<file path="src/rtl/qdac_pkg.sv">
package qdac_pkg;
  localparam int FRAME_W = 32;
  localparam int NUM_CH  = 4;
  localparam int CODE_W  = 16;
  localparam int PD_W    = 2;
  localparam int CNT_W   = $clog2(FRAME_W + 1);
  localparam int ADDR_W  = 4;

  localparam logic [3:0] OP_PWR   = 4'b0100;
  localparam logic [3:0] OP_SWRST = 4'b0111;
  localparam logic [3:0] OP_SETUP = 4'b1000;
  localparam logic [ADDR_W-1:0] ADDR_ALL = 4'hF;

  // Scattered per-channel select bits of the power-down word: D,C,B,A
  function automatic logic [NUM_CH-1:0] pd_select(input logic [FRAME_W-1:0] w);
    return {w[7], w[6], w[1], w[0]};
  endfunction

  function automatic logic [CODE_W-1:0] por_code(input logic mid);
    return {mid, {(CODE_W-1){1'b0}}};
  endfunction
endpackage

</file>
<file path="src/rtl/qdac_frame_rx.sv">
module qdac_frame_rx
  import qdac_pkg::*;
#(
  parameter int SYNC_STAGES = 2
) (
  input  logic               clk,
  input  logic               rst,
  input  logic               sclk_i,
  input  logic               sync_n_i,
  input  logic               din_i,
  input  logic               daisy_en_i,
  output logic               sdo_o,
  output logic               frame_ok_o,
  output logic [FRAME_W-1:0] frame_o
);
  localparam logic [CNT_W-1:0] FULL = CNT_W'(FRAME_W);

  logic [SYNC_STAGES-1:0] sclk_s, sync_s, din_s;
  logic sclk_d, sync_d;
  logic sclk_q, sync_q, din_q;
  logic sclk_fall, sclk_rise, sync_fall, sync_rise;
  logic [FRAME_W-1:0] shreg;
  logic [CNT_W-1:0]   cnt;

  always_ff @(posedge clk) begin
    if (rst) begin
      sclk_s <= '1;
      sync_s <= '1;
      din_s  <= '0;
      sclk_d <= 1'b1;
      sync_d <= 1'b1;
    end else begin
      sclk_s[0] <= sclk_i;
      sync_s[0] <= sync_n_i;
      din_s[0]  <= din_i;
      for (int i = 1; i < SYNC_STAGES; i++) begin
        sclk_s[i] <= sclk_s[i-1];
        sync_s[i] <= sync_s[i-1];
        din_s[i]  <= din_s[i-1];
      end
      sclk_d <= sclk_q;
      sync_d <= sync_q;
    end
  end

  assign sclk_q    = sclk_s[SYNC_STAGES-1];
  assign sync_q    = sync_s[SYNC_STAGES-1];
  assign din_q     = din_s[SYNC_STAGES-1];
  assign sclk_fall = sclk_d & ~sclk_q;
  assign sclk_rise = ~sclk_d & sclk_q;
  assign sync_fall = sync_d & ~sync_q;
  assign sync_rise = ~sync_d & sync_q;

  always_ff @(posedge clk) begin
    if (rst) begin
      shreg      <= '0;
      cnt        <= '0;
      sdo_o      <= 1'b0;
      frame_ok_o <= 1'b0;
      frame_o    <= '0;
    end else begin
      frame_ok_o <= 1'b0;
      if (sync_fall) begin
        shreg <= '0;
        cnt   <= '0;
      end else if (!sync_q && sclk_fall) begin
        shreg <= {shreg[FRAME_W-2:0], din_q};
        if (cnt != FULL) cnt <= cnt + 1'b1;
      end
      if (sync_q)         sdo_o <= 1'b0;
      else if (sclk_rise) sdo_o <= daisy_en_i & shreg[FRAME_W-1];
      if (sync_rise && cnt == FULL) begin
        frame_ok_o <= 1'b1;
        frame_o    <= shreg;
      end
    end
  end

  AST_CNT_BOUND: assert property (@(posedge clk) disable iff (rst)
    cnt <= FULL);
  AST_SHORT_DROP: assert property (@(posedge clk) disable iff (rst)
    (sync_rise && cnt != FULL) |=> !frame_ok_o);
  AST_IDLE_NO_SHIFT: assert property (@(posedge clk) disable iff (rst)
    sync_q |=> $stable(cnt));
endmodule

</file>
<file path="src/rtl/qdac_chan.sv">
module qdac_chan
  import qdac_pkg::*;
(
  input  logic              clk,
  input  logic              rst,
  input  logic              por_mid_i,
  input  logic              wr_i,
  input  logic [CODE_W-1:0] wr_code_i,
  input  logic              swrst_i,
  input  logic              pd_wr_i,
  input  logic [PD_W-1:0]   pd_mode_i,
  output logic [CODE_W-1:0] code_o,
  output logic [PD_W-1:0]   pd_o
);
  always_ff @(posedge clk) begin
    if (rst || swrst_i) code_o <= por_code(por_mid_i);
    else if (wr_i)      code_o <= wr_code_i;
  end

  always_ff @(posedge clk) begin
    if (rst)          pd_o <= '0;
    else if (pd_wr_i) pd_o <= pd_mode_i;
  end

  AST_PD_KEEPS_CODE: assert property (@(posedge clk) disable iff (rst)
    (pd_wr_i && !wr_i && !swrst_i) |=> $stable(code_o));
  AST_SWRST_POR: assert property (@(posedge clk) disable iff (rst)
    swrst_i |=> (code_o == {$past(por_mid_i), {(CODE_W-1){1'b0}}}));
endmodule

</file>
<file path="src/rtl/qdac_serial_ctrl.sv">
module qdac_serial_ctrl
  import qdac_pkg::*;
#(
  parameter int SYNC_STAGES = 2
) (
  input  logic                     clk,
  input  logic                     rst,
  input  logic                     por_mid_i,
  input  logic                     sclk_i,
  input  logic                     sync_n_i,
  input  logic                     din_i,
  output logic                     sdo_o,
  output logic [NUM_CH*CODE_W-1:0] code_o,
  output logic [NUM_CH*PD_W-1:0]   pd_mode_o,
  output logic                     ref_en_o
);
  logic               frame_ok;
  logic [FRAME_W-1:0] frame;
  logic               daisy_q, ref_q;
  logic [3:0]         op;
  logic [ADDR_W-1:0]  addr;
  logic               is_wr, is_pd, is_rst, is_setup;
  logic [NUM_CH-1:0]  pd_sel;

  qdac_frame_rx #(.SYNC_STAGES(SYNC_STAGES)) u_rx (
    .clk        (clk),
    .rst        (rst),
    .sclk_i     (sclk_i),
    .sync_n_i   (sync_n_i),
    .din_i      (din_i),
    .daisy_en_i (daisy_q),
    .sdo_o      (sdo_o),
    .frame_ok_o (frame_ok),
    .frame_o    (frame)
  );

  assign op       = frame[27:24];
  assign addr     = frame[23:20];
  assign is_wr    = frame_ok && (op[3:2] == 2'b00);
  assign is_pd    = frame_ok && (op == OP_PWR);
  assign is_rst   = frame_ok && (op == OP_SWRST);
  assign is_setup = frame_ok && (op == OP_SETUP);
  assign pd_sel   = pd_select(frame);

  always_ff @(posedge clk) begin
    if (rst) begin
      daisy_q <= 1'b0;
      ref_q   <= 1'b0;
    end else if (is_setup) begin
      daisy_q <= frame[1];
      ref_q   <= frame[0];
    end
  end
  assign ref_en_o = ref_q;

  for (genvar g = 0; g < NUM_CH; g++) begin : g_ch
    logic hit_wr, hit_pd;
    assign hit_wr = is_wr && ((addr == ADDR_W'(g)) || (addr == ADDR_ALL));
    assign hit_pd = is_pd && (ref_q || pd_sel[g]);
    qdac_chan u_ch (
      .clk       (clk),
      .rst       (rst),
      .por_mid_i (por_mid_i),
      .wr_i      (hit_wr),
      .wr_code_i (frame[19:4]),
      .swrst_i   (is_rst),
      .pd_wr_i   (hit_pd),
      .pd_mode_i (frame[19:18]),
      .code_o    (code_o[g*CODE_W +: CODE_W]),
      .pd_o      (pd_mode_o[g*PD_W +: PD_W])
    );
  end

  AST_SDO_STANDALONE: assert property (@(posedge clk) disable iff (rst)
    !daisy_q |-> !sdo_o);
  AST_REF_ALL_CH: assert property (@(posedge clk) disable iff (rst)
    (is_pd && ref_q) |=> (pd_mode_o == {NUM_CH{$past(frame[19:18])}}));
  AST_UNUSED_OP: assert property (@(posedge clk) disable iff (rst)
    (frame_ok && (op == 4'b0101 || op == 4'b0110 || op[3:0] > 4'b1000))
      |=> ($stable(code_o) && $stable(pd_mode_o) && $stable(ref_en_o)));
endmodule

</file>
<file path="config.mk">
export PLATFORM = sky130hd
export DESIGN_NAME = qdac_serial_ctrl
export DESIGN_NICKNAME = d
export VERILOG_FILES = /design/src/rtl/qdac_pkg.sv /design/src/rtl/qdac_frame_rx.sv /design/src/rtl/qdac_chan.sv /design/src/rtl/qdac_serial_ctrl.sv
export SDC_FILE = /design/constraint.sdc
export NUM_CORES = 1
export LEC_CHECK = 0
export BUFFER_PORTS_ARGS = -buffer_cell sky130_fd_sc_hd__buf_2
export CAP_MARGIN = 10
export CORE_ASPECT_RATIO = 1.25
export CORE_UTILIZATION = 57
export CTS_CLUSTER_SIZE = 14
export DETAILED_ROUTE_END_ITERATION = 16
export GPL_TIMING_DRIVEN = 0
export PLACE_DENSITY_LB_ADDON = 0.25
export SETUP_SLACK_MARGIN = 0.3
export SLEW_MARGIN = 20
export SYNTH_ARGS = -nofsm -noshare
export SYNTH_HDL_FRONTEND = slang
export SYNTH_HIERARCHICAL = 1
export SYNTH_SLANG_ARGS = --single-unit
</file>
<file path="constraint.sdc">
create_clock -name clk -period 1.99 [get_ports clk]
set_input_delay 0.398 -clock clk [delete_from_list [all_inputs] [get_ports clk]]
set_output_delay 0.398 -clock clk [all_outputs]
set_load 0.02 [all_outputs]
</file>
## Yosys cells after proc, flatten, opt, wreduce, memory -nomap -nowiden

Cells that the tools add are included.

| cells by class | value |
|---|---|
| add/sub/neg operators | 1 |
| eq/ne operators | 9 |
| muxes and demuxes | 9 |
| bitwise logic cells | 9 |
| reductions and logical operators | 33 |

Operator list:

| operator | count |
|---|---|
| 2-to-1 mux 16 bit | 8 |
| logical AND 1 bit | 14 |
| logical OR 1 bit | 9 |
| == test 4 x 2 -> 1 bit (second input constant) | 2 |
| == test 4 x 3 -> 1 bit (second input constant) | 2 |
| == test 4 bit (second input constant) | 2 |
| nonzero test 2 bit | 4 |
| adder 6 x 1 -> 6 bit (second input constant) | 1 |
| == test 6 bit (second input constant) | 1 |
| != test 6 bit (second input constant) | 1 |
| bitwise AND 1 bit | 5 |
| == test 4 x 1 -> 1 bit (second input constant) | 1 |
| zero test 4 bit | 1 |
| inverter 1 bit | 4 |
| OR reduction 2 bit | 2 |
| zero test 2 bit | 1 |
| AND reduction 2 bit | 1 |
| zero test 1 bit | 1 |
| 2-to-1 mux 1 bit | 1 |

| word-level totals | value |
|---|---|
| register bits | 150 |
| input bits | 6 |
| output and inout bits | 74 |

## Depth between registers and ports, before layout

| logic depth | value |
|---|---|
| depth in word-level cells | 5 |
| depth in mapped cells | 7 |
| gate-level depth less buffers | 5 |

## Cells and area by module

Netlist, hierarchy kept.

Modules (own cells, without submodules):

| module | instances | cells an instance | area each (µm²) | sequential area each (µm²) |
|---|---|---|---|---|
| qdac_frame_rx | 1 | 342 | 2,991.6 | 1,601.5 |
| qdac_chan | 4 | 61 | 674.4 | 370.4 |
| qdac_serial_ctrl | 1 | 36 | 235.2 | 40.0 |

## Least setup slack after synthesis

OpenSTA, ideal clock, no wires.

| timing | value |
|---|---|
| path kind | reg-to-reg |
| from | reg u_rx.frame_o[21] |
| to | reg g_ch[0].u_ch.code_o[1] |
| library setup time | 114 ps |
| arrival time | 1,617 ps |
| required time | 1,876 ps |
| setup slack | 259 ps |
| stages on the path, launching flop included | 8 |
| buffers on the path | 2 |
| period minus slack after synthesis | 1,731 ps |
| cells stage by stage | dfxtp_1 > or3_1 > mux2_2 > nor2b_2 > buf_6 > buf_4 > mux2i_1 > nor2_1 |

| between the ends | value |
|---|---|
| longest elaborated chain between the ends | 3 |
| elaborated cells on any way between the ends | 4 |
| classes of those cells | 1 x eq/ne; 3 x reduce/logical |

RTL lines:

| item | line | source |
|---|---|---|
| from (decl) | qdac_frame_rx.sv:14 | `output logic [FRAME_W-1:0] frame_o` |
| from (signal assigned) | qdac_frame_rx.sv:74 | `frame_o <= shreg;` |
| == test 4 bit / zero test 4 bit (equally long branches) | qdac_serial_ctrl.sv:58 | `assign hit_wr = is_wr && ((addr == ADDR_W'(g)) \|\| (addr == ADDR_ALL));` |
| logical OR 1 bit * | qdac_serial_ctrl.sv:58 |  |
| logical AND 1 bit * | qdac_serial_ctrl.sv:58 |  |
| via g_ch[0].hit_wr | qdac_serial_ctrl.sv:57 | `logic hit_wr, hit_pd;` |
| to (signal assigned) | qdac_chan.sv:16 | `if (rst \|\| swrst_i) code_o <= por_code(por_mid_i);` |
| to (signal assigned) | qdac_chan.sv:17 | `else if (wr_i) code_o <= wr_code_i;` |
| to (decl) | qdac_chan.sv:12 | `output logic [CODE_W-1:0] code_o,` |

Mark *: on every way through the listed nets, which the timed path passes. The rest lies on a longest branch.
A chain may end at the register's enable or synchronous reset.

## Worst setup path in the final report

| timing | value |
|---|---|
| from | reg u_rx.frame_o[21] |
| to | reg g_ch[0].u_ch.code_o[5] |

Same word-level chain as after synthesis.

==> summary.md <==
| Metric | Value |
|---|---|
| Initial core utilization | `59.0%` |
| Final Hold Fails | `0` |
| I/O Buffers | `roughly 80` |
| Worst path max stage delay | `0.38 ns` |
| Max Cap Violations | `0` |
| Clock Sinks | `between 100 and 150` |
| Core Region | `9660 sq um` |
| Final setup fails | `0` |
| Tcrit/Tclk final | `a little under 90%` |
| I/O Pins | `80` |
| Inserted Clock Buffers | `17` |
| Maximum VDD drop | `0.689 mV` |
| Detailed-route DRC error count | `0` |
| Pin count of the biggest net entering global routing | `32` |
| Startpoint Class | `flop` |
| Post-Layout Cell Count | `between 800 and 900` |
| Syn_nets | `just over 600` |
| Leakage power | `2.71 nW` |
| Final Util | `74.1%` |
| Setup ws final | `0.215 ns` |
| Worst rel slew slack | `a little over three fifths` |
| Outcome | `completed` |
| Clock slew at reported path FFs | `0.06 ns` |
| RR Startpoint | `u_rx/frame_o[21]` |
| Routed vias/inst | `5.38` |
| N_diodes | `0` |
| Antenna-violating nets left | `0` |
| Gr usage total | `25.0%` |
| Top Family by Delay on Critical Path | `simple AND/OR/NAND/NOR gates` |
| Gpl congestion | `0.800` |
| RSZ-0062 raised after global routing | `true` |
| DR pass1 iterations | `5` |
| Hold crit path type | `in2reg` |
| FP Rows | `40` |
| Slew Viols, Final | `0` |
| Arr. time, crit path | `2.08 ns` |
| Worst path depth | `7` |
| Clock share of power | `51.4%` |
| Slew @ Worst Pin | `about 0.56 ns` |
| P_sw | `around 1.3 mW` |
| CP endpoint kind | `flop` |
| WP data required | `2.29 ns` |
| Final Net Count | `716` |
| Vias in the first global route | `~4300` |
| WP buf/inv | `2` |
| Drt total wl | `12.9 mm` |
| Reg2reg end | `g_ch[0].u_ch/code_o[5]` |
| Max Buffers Root-to-Sink | `2` |
| Vias | `4554` |
| CTS H-tree lvls | `4` |
| Final min period | `between 1.5 and 2 ns` |
| DP Wirelength | `about 8.5 mm` |
| Reg-to-reg slack, setup | `around 0.21 ns` |
| Post-place setup slack | `-0.0486 ns` |
| Die area | `about 10000 sq um` |
| Worst Setup EP | `g_ch[0].u_ch/code_o[5]` |
| Die width | `91.4 um` |
| Worst reg2reg path depth | `7` |
| First-pass GRT wire length | `20.3 mm` |
| Sequential share of power | `46.5%` |
| Post-synthesis cell count | `598` |
| Clock skew | `about 0.011 ns` |
| Slowest stage cell, crit path | `or3_4` |
| Antenna violations before repair | `0` |
| Clock insertion delay at the later pin of the skew report | `0.42 ns` |
| CTS tree | `done` |
| Maximum fanout along the worst path | `5` |
| Power Dens Cells | `899 nW/um^2` |
| Max Fclk | `roughly 560 MHz` |
| Comb pwr share | `2.1%` |
| Inst Count DP | `803` |
| Switching Fraction | `20.1%` |
| Worst Setup SP | `u_rx/frame_o[21]` |
| Synthesis-to-finish area growth | `25.6%` |
| Synthesized cell area | `about 5700 sq um` |
| Root buf cell | `clkbuf_16` |
| Remaining global-route overflow | `0` |
| Routed length per placed instance | `15.2 um` |
| Internal Power | `5.14 mW` |
| DRT iter0 DRCs | `243` |
| Share of cells above drive strength 1 | `25.3%` |
| Vert. Die Dim | `~110 um` |
| Synth warnings | `6` |
| Synth Area per Inst | `9.53 sq um` |
| CP Class | `reg2reg` |
| Setup TNS | `0 ns` |
| CP cell instances | `or3_4, mux2_4, nor2b_4, buf_6, buf_12, mux2i_1, nor2_1` |
## power groups by stage
stage | sequential, mW | combinational, mW | clock [mW]
floorplan | 3.06 | 0.0847 | 0
global placement | 3.06 | 0.129 | 0
detailed placement | 3.06 | 0.131 | 0
CTS | 2.99 | 0.133 | 3.35
global route | 2.99 | 0.149 | 3.47
finish | 2.99 | 0.137 | 3.31
## registers in the layout (all words and copies together), names as in the netlist
signal,count
g_ch.u_ch/code_o,64
u_rx/shreg,32
u_rx/frame_o,26
g_ch.u_ch/pd_o,8
u_rx/cnt,6
u_rx/din_s,2
u_rx/sclk_s,2
u_rx/sync_s,2
daisy_q,1
ref_en_o,1
u_rx/frame_ok_o,1
u_rx/sclk_d,1
u_rx/sdo_o,1
u_rx/sync_d,1
## final cells by class
cell class              instances  area, sq um
multi-input cells             405         2480
clock inverters                11          149
plain buffers                  38          329
flip-flops and latches        148         3010
well taps                     126          158
inverters                       7         26.3
clock buffers                  20          478
fillers                       674         2500
repair buffers                 91          526
## metal layers
layer	GRT usage, %	up-vias	share of wire [%]
met1	27.7	2215	43
met3	6.73	13	4.0
met5	0	-	0
met4	9.42	0	1.0
met2	45.5	121	52
li1	-	2205	-
## placed cells by master, fill, tap and decap left out, drive strengths merged, types with 2 or more instances in the layout
cell and n:
nand4b 2, or2 8, clkinv 4, dfxtp 144, nor2b 3, clkbuf 36, nand3 3, nor2 80
ha 2, and2 2, a21oi 39, buf 113, edfxtp 4, o211ai 4, inv 8, nand2 126
nand2b 4, nor3b 3, o21ai 13, bufinv 3, mux2i 98, clkinvlp 3, or3 6
## worst min-delay path by stage
stage	startpoint	endpoint	slack, ns	depth (start not counted)
6_report	sclk_i	u_rx/sclk_s[0]	0.16	2
5_1_grt	sclk_i	u_rx/sclk_s[0]	0.15	2
4_1_cts	sclk_i	u_rx/sclk_s[0]	0.14	2
3_5_place_dp	u_rx/sync_s[0]	u_rx/sync_s[1]	0.40	1
3_3_place_gp	u_rx/sclk_s[0]	u_rx/sclk_s[1]	0.39	1
2_1_floorplan	u_rx/sclk_s[0]	u_rx/sclk_s[1]	0.39	1
## per-stage QoR
stage	instance area, sq um	hold slack (ns)	power (mW)
floorplan	5700	0.389	3.15
global placement	6260	0.392	3.19
detailed placement	6260	0.397	3.19
CTS	7030	0.143	6.47
global route	7160	0.149	6.61
finish	7160	0.162	6.43
## repair_timing
action / 4_1_cts / 5_1_grt
setup buffers: 4 / 7
hold buffers: 0 / 0
pin swaps: 1 / 4
endpoints found under the setup margin: 108 / 109
gates cloned: 1 / 0
gates resized for setup: 22 / 26
No activity file was read; power rests on OpenSTA's default activity.
